### config.mk
export PLATFORM = sky130hd
export DESIGN_NAME = fetch_redirect_ctrl
export DESIGN_NICKNAME = d
export VERILOG_FILES = /design/src/rtl/frc_pkg.sv /design/src/rtl/frc_rel_target.sv /design/src/rtl/frc_exec.sv /design/src/rtl/frc_fetch_ctr.sv /design/src/rtl/fetch_redirect_ctrl.sv
export SDC_FILE = /design/constraint.sdc
export NUM_CORES = 1
export LEC_CHECK = 0
export CELL_PAD_IN_SITES_DETAIL_PLACEMENT = 0
export CELL_PAD_IN_SITES_GLOBAL_PLACEMENT = 1
export CORE_ASPECT_RATIO = 0.75
export CORE_MARGIN = 2
export CORE_UTILIZATION = 34
export DETAILED_ROUTE_END_ITERATION = 12
export HOLD_SLACK_MARGIN = 0.05
export MAX_ROUTING_LAYER = met4
export PLACE_DENSITY = 0.91
export SLEW_MARGIN = 20
export SYNTH_ARGS = -nofsm -noshare
export SYNTH_HDL_FRONTEND = slang
export SYNTH_SLANG_ARGS = --single-unit
### constraint.sdc
create_clock -name clk -period 5.44 [get_ports clk]
set_input_delay 1.088 -clock clk [delete_from_list [all_inputs] [get_ports clk]]
set_output_delay 1.088 -clock clk [all_outputs]
set_load 0.01 [all_outputs]
### src/rtl/frc_pkg.sv
`timescale 1ns/1ps
// Shared types of the fetch redirect controller.
package frc_pkg;
    // Control-flow class as delivered by decode; values are part of the port contract.
    typedef enum logic [2:0] {
        K_NONE = 3'd0,
        K_BR   = 3'd1,
        K_BSR  = 3'd2,
        K_JMP  = 3'd3,
        K_CALL = 3'd4,
        K_TRAP = 3'd5
    } cf_kind_e;
endpackage

### src/rtl/frc_rel_target.sv
`timescale 1ns/1ps
// Computes the PC-relative target and the return address of an instruction.
// Assumes AW > OFFW; the offset counts instruction words of 2**ILOG bytes.
module frc_rel_target #(
    parameter int AW   = 16,
    parameter int OFFW = 8,
    parameter int ILOG = 1
) (
    input  logic [AW-1:0]   pc,
    input  logic [OFFW-1:0] offset,
    output logic [AW-1:0]   target,
    output logic [AW-1:0]   ret_addr
);
    localparam logic [AW-1:0] STEP = AW'(1) << ILOG;

    logic [AW-1:0] offset_sx;

    // Sign-extend, scale and add the offset.
    always_comb begin
        offset_sx = {{(AW-OFFW){offset[OFFW-1]}}, offset};
        target    = pc + (offset_sx << ILOG);
        ret_addr  = pc + STEP;
    end
endmodule

### src/rtl/frc_exec.sv
`timescale 1ns/1ps
// Execute-stage slot of the redirect controller: holds the instruction that
// left the operand stage, resolves deferred branches and register targets,
// and runs the trap vector read. Assumes the vector word arrives at least
// one cycle after the request.
module frc_exec
    import frc_pkg::*;
#(
    parameter int              AW    = 16,
    parameter int              TCW   = 4,
    parameter int              VLOG  = 1,
    parameter int              ILOG  = 1,
    parameter logic [AW-1:0]   VBASE = 16'h0040
) (
    input  logic          clk,
    input  logic          rst_n,
    input  logic          flush,
    input  logic          op_valid,
    input  logic [2:0]    op_kind,
    input  logic [AW-1:0] op_pc,
    input  logic [AW-1:0] op_rel_tgt,
    input  logic          op_defer,
    input  logic [TCW-1:0] op_code,
    input  logic          ex_cancel,
    input  logic [AW-1:0] ex_reg_val,
    input  logic          dmem_rvalid,
    input  logic [AW-1:0] dmem_rdata,
    output logic          dmem_req,
    output logic [AW-1:0] dmem_addr,
    output logic          ex_redir,
    output logic [AW-1:0] ex_tgt,
    output logic          ex_link,
    output logic [AW-1:0] ex_ret,
    output logic          stall
);
    localparam logic [AW-1:0] STEP = AW'(1) << ILOG;

    logic           x_valid;
    cf_kind_e       x_kind;
    logic [AW-1:0]  x_pc;
    logic [AW-1:0]  x_rel;
    logic           x_defer;
    logic [TCW-1:0] x_code;
    logic           wait_q;
    logic           live;
    logic           trap_fire;

    // Slot register: flushed on redirect, frozen on stall, else loaded from operand stage.
    always_ff @(posedge clk) begin
        if (!rst_n) begin
            x_valid <= 1'b0;
            x_kind  <= K_NONE;
            x_pc    <= '0;
            x_rel   <= '0;
            x_defer <= 1'b0;
            x_code  <= '0;
        end else if (flush) begin
            x_valid <= 1'b0;
        end else if (!stall) begin
            x_valid <= op_valid;
            x_kind  <= cf_kind_e'(op_kind);
            x_pc    <= op_pc;
            x_rel   <= op_rel_tgt;
            x_defer <= op_defer;
            x_code  <= op_code;
        end
    end

    // Trap wait state: set by the request, cleared by the response.
    always_ff @(posedge clk) begin
        if (!rst_n)
            wait_q <= 1'b0;
        else if (trap_fire)
            wait_q <= 1'b1;
        else if (wait_q && dmem_rvalid)
            wait_q <= 1'b0;
    end

    // Resolve the execute-stage action of the slot.
    always_comb begin
        live      = x_valid && !ex_cancel && !wait_q;
        trap_fire = live && (x_kind == K_TRAP);
        dmem_req  = trap_fire;
        dmem_addr = VBASE + ({{(AW-TCW){1'b0}}, x_code} << VLOG);
        stall     = trap_fire || (wait_q && !dmem_rvalid);
        ex_ret    = x_pc + STEP;
        ex_redir  = 1'b0;
        ex_tgt    = x_rel;
        ex_link   = 1'b0;
        if (wait_q && dmem_rvalid) begin
            ex_redir = 1'b1;
            ex_tgt   = dmem_rdata;
        end else if (live && x_defer && (x_kind == K_BR || x_kind == K_BSR)) begin
            ex_redir = 1'b1;
            ex_link  = (x_kind == K_BSR);
        end else if (live && (x_kind == K_JMP || x_kind == K_CALL)) begin
            ex_redir = 1'b1;
            ex_tgt   = ex_reg_val;
            ex_link  = (x_kind == K_CALL);
        end
    end

    // a request is always followed by a stall or the trap redirect.
    p_req_then_wait_r6: assert property (@(posedge clk) disable iff (!rst_n)
        dmem_req |=> (stall || ex_redir));
    // no second request while the vector read is outstanding.
    p_single_req_r7: assert property (@(posedge clk) disable iff (!rst_n)
        dmem_req |=> !dmem_req);
endmodule

### src/rtl/frc_fetch_ctr.sv
`timescale 1ns/1ps
// Prefetch program counter: loads the redirect target, holds on stall and
// otherwise steps by one instruction.
module frc_fetch_ctr #(
    parameter int            AW   = 16,
    parameter int            ILOG = 1,
    parameter logic [AW-1:0] RVEC = 16'h0100
) (
    input  logic          clk,
    input  logic          rst_n,
    input  logic          redirect,
    input  logic [AW-1:0] target,
    input  logic          stall,
    output logic [AW-1:0] pc_q
);
    localparam logic [AW-1:0] STEP = AW'(1) << ILOG;

    // Counter update with redirect taking priority over stall.
    always_ff @(posedge clk) begin
        if (!rst_n)
            pc_q <= RVEC;
        else if (redirect)
            pc_q <= target;
        else if (!stall)
            pc_q <= pc_q + STEP;
    end

    // idle cycles step the counter by one instruction.
    p_step_r2: assert property (@(posedge clk) disable iff (!rst_n)
        (!redirect && !stall) |=> (pc_q == $past(pc_q) + STEP));
    // a stall holds the counter.
    p_hold_r7: assert property (@(posedge clk) disable iff (!rst_n)
        (stall && !redirect) |=> $stable(pc_q));
endmodule

### src/rtl/fetch_redirect_ctrl.sv
`timescale 1ns/1ps
// Fetch redirect controller top: picks between the operand-stage relative
// redirect and the execute-stage redirect, and drives the prefetch counter.
// Assumes decode supplies op_kind per frc_pkg::cf_kind_e and clears
// op_valid for instructions flushed by a redirect.
module fetch_redirect_ctrl
    import frc_pkg::*;
#(
    parameter int            AW        = 16,
    parameter int            OFFW      = 8,
    parameter int            ILOG      = 1,
    parameter int            TCW       = 4,
    parameter int            VLOG      = 1,
    parameter logic [AW-1:0] VEC_BASE  = 16'h0040,
    parameter logic [AW-1:0] RESET_VEC = 16'h0100
) (
    input  logic            clk,
    input  logic            rst_n,
    input  logic            op_valid,
    input  logic [2:0]      op_kind,
    input  logic [AW-1:0]   op_pc,
    input  logic [OFFW-1:0] op_offset,
    input  logic            op_after_skip,
    input  logic            ex_cancel,
    input  logic [AW-1:0]   ex_reg_val,
    output logic            dmem_req,
    output logic [AW-1:0]   dmem_addr,
    input  logic            dmem_rvalid,
    input  logic [AW-1:0]   dmem_rdata,
    output logic [AW-1:0]   fetch_pc,
    output logic            redirect,
    output logic [AW-1:0]   redirect_pc,
    output logic            stall,
    output logic            link_we,
    output logic [AW-1:0]   link_data
);
    logic [AW-1:0] rel_tgt;
    logic [AW-1:0] rel_ret;
    logic          op_rel;
    logic          op_defer;
    logic          op_hit;
    logic          ex_redir;
    logic [AW-1:0] ex_tgt;
    logic          ex_link;
    logic [AW-1:0] ex_ret;

    frc_rel_target #(.AW(AW), .OFFW(OFFW), .ILOG(ILOG)) u_rel (
        .pc(op_pc), .offset(op_offset), .target(rel_tgt), .ret_addr(rel_ret)
    );

    // Operand-stage decision: relative branch not behind a skip, pipeline free.
    always_comb begin
        op_rel   = op_valid && (op_kind == K_BR || op_kind == K_BSR);
        op_defer = op_rel && op_after_skip;
        op_hit   = op_rel && !op_after_skip && !stall && !ex_redir;
    end

    frc_exec #(.AW(AW), .TCW(TCW), .VLOG(VLOG), .ILOG(ILOG), .VBASE(VEC_BASE)) u_ex (
        .clk(clk), .rst_n(rst_n), .flush(redirect),
        .op_valid(op_valid), .op_kind(op_kind), .op_pc(op_pc),
        .op_rel_tgt(rel_tgt), .op_defer(op_defer), .op_code(op_offset[TCW-1:0]),
        .ex_cancel(ex_cancel), .ex_reg_val(ex_reg_val),
        .dmem_rvalid(dmem_rvalid), .dmem_rdata(dmem_rdata),
        .dmem_req(dmem_req), .dmem_addr(dmem_addr),
        .ex_redir(ex_redir), .ex_tgt(ex_tgt), .ex_link(ex_link), .ex_ret(ex_ret),
        .stall(stall)
    );

    // Merge the two redirect sources, execute first.
    always_comb begin
        redirect    = ex_redir || op_hit;
        redirect_pc = ex_redir ? ex_tgt : rel_tgt;
        link_we     = ex_redir ? ex_link : (op_hit && op_kind == K_BSR);
        link_data   = ex_redir ? ex_ret : rel_ret;
    end

    frc_fetch_ctr #(.AW(AW), .ILOG(ILOG), .RVEC(RESET_VEC)) u_pc (
        .clk(clk), .rst_n(rst_n), .redirect(redirect), .target(redirect_pc),
        .stall(stall), .pc_q(fetch_pc)
    );

    // a redirect lands in the prefetch counter at the next edge.
    p_redirect_loads_r2: assert property (@(posedge clk) disable iff (!rst_n)
        redirect |=> (fetch_pc == $past(redirect_pc)));
    // the link write only accompanies a redirect.
    p_link_with_redirect_r8: assert property (@(posedge clk) disable iff (!rst_n)
        link_we |-> redirect);
    // stall and redirect never coincide.
    p_no_redirect_in_stall_r10: assert property (@(posedge clk) disable iff (!rst_n)
        stall |-> !redirect);
    // an execute redirect is followed by a cycle free of operand leftovers.
    p_flush_r9: assert property (@(posedge clk) disable iff (!rst_n)
        (ex_redir && !op_valid) |=> !ex_redir);
endmodule

; After elaboration in Yosys (flattened, before gate mapping)
; Cells that the tools add are included.
[totals]
input_bits = 65
ff_bits = 58
word_cells = 68
[op_classes]
n_reduce_logical = 28
eq_ne = 8
n_addsub = 5
bitwise = 3
mux = 16
[ops]
columns = op, n
row1 = 2-to-1 mux 16 bit, 7
row2 = "adder 16 x 2 -> 16 bit, second input constant", 3
row3 = adder 16 bit, 1
row4 = logical AND 1 bit, 14
row5 = "equality test 3 x 2 -> 1 bit, second input constant", 3
row6 = 2-to-1 mux 1 bit, 9
row7 = "adder 7 x 5 -> 8 bit, first input constant", 1
row8 = "equality test 3 x 1 -> 1 bit, second input constant", 2
row9 = "equality test 3 bit, second input constant", 2
row10 = logical NOT 1 bit, 6
row11 = logical OR 1 bit, 5
row12 = inverter 1 bit, 3
row13 = "inequality test 2 bit, second input constant", 1
row14 = AND reduction 2 bit, 1
row15 = nonzero test 2 bit, 1
row16 = OR reduction 2 bit, 1

; Logic depth before layout (Yosys ltp)
[depth]
depth_word = 12
depth_mapped = 15
ltp_nobuf = 12

; Hierarchy
; A second synthesis with hierarchy kept.
[unflattened]
cells_unflattened = 597
area_unflattened_um2 = 4933.5
[by_module_without_submodules]
columns = mod, n_inst, cells_each, area_per_inst_um2, seq_area_each_um2
row1 = frc_exec, 1, 305, 2338.5, 840.8
row2 = frc_rel_target, 1, 142, 1039.7, 0.0
row3 = frc_fetch_ctr, 1, 108, 958.4, 320.3
row4 = fetch_redirect_ctrl, 1, 42, 596.8, 0.0

; Worst setup path after synthesis
; Ideal clock, no wire load.
[synth_timing]
path_type = input-to-output
start = input port ex_cancel
end = output port link_data[15]
t_required_ps = 4352
arrival_ps = 3518
setup_slack_ps = 834
cell_stages = 14
cell_sequence = nor3b_4 nand4b_1 nand3_2 buf_2 clkbuf_1 nand2_1 o21ai_0 ha_1 inv_1 a21oi_2 nand3_1 nor2_1 xnor2_1 a21oi_1
[synth_via]
elab_chain_len = 8
elab_cells_between_ends = 10
[synth_rtl]
columns = item, line
row1 = from (decl), fetch_redirect_ctrl.sv:24  ; input logic ex_cancel,
row2 = logical NOT 1 bit (*), frc_exec.sv:81  ; live = x_valid && !ex_cancel && !wait_q;
row3 = logical AND 1 bit (*) (2 in a row), frc_exec.sv:81
row4 = "logical AND 1 bit, on equally long branches", "frc_exec.sv:96, frc_exec.sv:93"
row5 = 2-to-1 mux 1 bit / logical AND 1 bit (equally long branches), "frc_exec.sv:96, frc_exec.sv:93"
row6 = 2-to-1 mux 1 bit (*), frc_exec.sv:93  ; end else if (live && x_defer && (x_kind == K_BR || x_kind == K_BSR)) begin
row7 = 2-to-1 mux 1 bit (*), frc_exec.sv:90  ; if (wait_q && dmem_rvalid) begin
row8 = 2-to-1 mux 16 bit (*), fetch_redirect_ctrl.sv:74  ; link_data = ex_redir ? ex_ret : rel_ret;
row9 = to (decl), fetch_redirect_ctrl.sv:35  ; output logic [AW-1:0] link_data
; Every way passes the cells marked *; elsewhere a longest branch is shown, timed or not.

; Worst setup path in the final report
[layout_timing]
start = input port ex_cancel
end = output port link_data[14]
; Same word-level chain as after synthesis.

==> results.toml <==
[cells_and_area]
final_core_utilization_pct = 48.53
final_cells = 866
synthToLayoutAreaGrowth_pct = 39.67
nets = 780
drive_above_1_share_pct = 8.571
layout_commonest_cell = "clkdlybuf4s50_1"
antenna_cells = 0
final_cell_mix = "118 x clkdlybuf4s50_1, 116 x nand2_1, 65 x a21oi_1"

[place]
dpl.hpwl_um = 11070
globalplace.congestion = 0.8868
place_worst_setup_slack_ps = 114.6
io_buffers = 120
dp_cells = 852

[detailed_routing]
drtIter0Drc = 469
finalWirelength_um = 14840
routed-via-count = 4771
remaining_drc_errors = 0
dr_wl_met3_um = 1061
vias_per_cell = 5.509
ant_nets = 0
first_pass_iters = 5
wl_met2_um = 6783
wl_per_cell_um = 17.14
drt-met1-wl_um = 6761
dr.max_layer_used = "met4"

[setup_path]
cp_slowest_cell = "clkdlybuf4s50_1"
rr_startpoint = "u_ex.wait_q"
critical_path.max_fanout = 18
critPathKind = "in2out"
end_kind = "output pin"
cp-start-kind = "primary input"
max_stage_delay_ps = 570
worstPathRequired_ps = 4350
reg2reg_to = "u_ex.x_rel[4]"
rrSetupSlack_ps = 2530
reg2reg_depth = 11
worstPathCellList = "clkdlybuf4s50_1 > nor3b_4 > nand4b_1 > nand3_2 > buf_4 > mux2i_1 > and3_2 > nand4_1 > xor2_1 > mux2i_1 > clkdlybuf4s50_1"
worstPathArrival_ps = 4190

[die]
pin_count = 133
row_count = 35
die-area_mm2 = 0.01341
chipWidth_um = 133.0
start_util_pct = 34.75
design.core.area_mm2 = 0.01222
die_y_um = 100.8

[power]
p_leak_uw = 0.002456
irDropWorstVdd_mv = 0.1453
powerDensity_mw_per_mm2 = 239.4

[worst_hold_path]
hp-start = "u_ex.x_code[0]"
hold_end = "u_ex.x_code[0]"
min_path_cells = 2
min_path_type = "reg2reg"

[grt]
grt_use_total_pct = 23.11
grt_pass1_wl_um = 23580
grt_pass1_vias = 4641
grt_max_degree = 33
overflow = 0
antenna_found_initial = 0

[logic_synthesis]
synth_warnings = 0
ys_seq_area_share_pct = 26.88
synth.top_cell.area_share_pct = 26.88
netlist_instances = 571
synth_top_flop_cell = "dfxtp_1"
synth-edff-count = 0
syn-cell-area_mm2 = 0.004245
ys_seq_elements = 57
async_flop_share_pct = 0
avgSynthCellArea_um2 = 7.435
synth_area_leaders = "dfxtp_1 27%, nand2_1 10%, a21oi_1 7.7%"
synth_largest_area_cell = "dfxtp_1"
synth_cell_types = 63

[clock_network]
cts_tree = "built"
cts_buffers = 9
clock_latency_ps = 330
cts_hold_buf = 0
clkSinkCount = 57
clockBufferDepth = 2
h-tree-depth = 3
root_buffer = "clkbuf_16"
clkTransAtPathRegs_ps = 50

[sta]
max_slew.worst_pin.slew_ps = 919.1
max_slew_margin_pct = 38.73
worst_hold_slack_ps = 453.1
slew_viol_final = 0
fmax_ghz = 0.1895
finalSetupViolCount = 0
fin_crit_ps = 5278
tns_ps = 0
finalClockSkew_ps = 4.722
hold_violations = 0
fin_crit_sh_pct = 97.02
worst_slack_ps = 162.1

[job]
maxCapViolations = 0

[status]
status = "completed"
[report_power, final]
part | leakage, µW | switching [µW] | total (µW) | internal, µW
clock | 0.000124 | 187 | 499 | 311
combinational | 0.00186 | 213 | 434 | 221
sequential | 0.000471 | 32.0 | 487 | 455
[state kept, by name, indices dropped and copies added, names as in the netlist]
register	count
u_ex.wait_q	1
u_ex.x_code	4
u_ex.x_defer	1
u_ex.x_kind	3
u_ex.x_pc	15
u_ex.x_rel	16
u_ex.x_valid	1
u_pc.pc_q	16
[worst max path at each step]
stage | cells past startpoint | end | slack, ps | start
floorplan | 14 | link_data[15] | 830 | ex_cancel
global placement | 14 | link_data[15] | 190 | ex_cancel
detailed placement | 14 | link_data[15] | 110 | ex_cancel
CTS | 14 | link_data[15] | 90 | ex_cancel
global route | 11 | link_data[14] | -10 | ex_cancel
finish | 11 | link_data[14] | 160 | ex_cancel
[final cells by class]
class | count | area (µm²)
Clock buffer | 12 | 246.5
Clock inverter | 1 | 5.005
Fill cell | 1185 | 6289
Inverter | 12 | 47.55
Multi-Input combinational cell | 471 | 2873
Sequential cell | 57 | 1141
Tap cell | 166 | 207.7
Timing Repair Buffer | 147 | 1409
[critical path, delay by kind of cell]
kind	cells	cell delay (ps)
buf+inv	3	1300
simple gates	5	1150
mux	2	490
xor+xnor	1	160
[routing by layer]
layer  global-route usage [%]  up-vias
met1                    29.60     2264
met2                    36.71      211
met5                        -        -
met3                    4.525       18
li1                         -     2278
met4                    7.940        0
[synthesized netlist by cell type (3+ instances only)]
library cell	number
a222oi_1	11
nor2b_1	6
buf_4	17
nand3_1	24
clkbuf_1	13
and3_1	10
xnor2_1	15
a31oi_1	3
a21oi_1	65
o31ai_1	4
buf_2	10
ha_1	16
inv_1	10
o22ai_1	4
o211ai_1	7
nand2_1	116
nor3_1	5
nand4_1	10
mux2i_1	13
a21o_1	8
nand2b_1	5
o21ai_0	26
o21a_1	3
a211oi_1	6
nor2_1	37
dfxtp_1	57
xor2_1	18
or3_1	3
nand3b_1	5
[cell families (layout without fill, tap and decap cells)]
| kind of cell | count (synthesis) | count (layout) | share of synthesized area, % |
|---|---|---|---|
| DFF | 57 | 57 | 26.88 |
| other | 2 | 12 | 0.1769 |
| AOI/OAI and AO/OA | 158 | 158 | 24.11 |
| muxes | 15 | 15 | 3.684 |
| and+or+nand+nor | 236 | 236 | 26.44 |
| adders and majority gates | 17 | 17 | 5.187 |
| xor gates and xnor gates | 33 | 33 | 6.808 |
| buffers and inverters | 53 | 172 | 6.720 |
[per-stage QoR]
stage	area [µm²]	total power, µW
after floorplan	4283	716.8
after global placement	5649	915.8
after detailed placement	5649	924.1
after CTS	5901	1428
after global routing	5929	1493
final	5929	1419
[repair_timing]
action	in CTS	in global routing
endpoints found under the setup margin	0	5
buffers inserted	0	1
resized for setup	0	7
(Power assumes the default switching activity.)
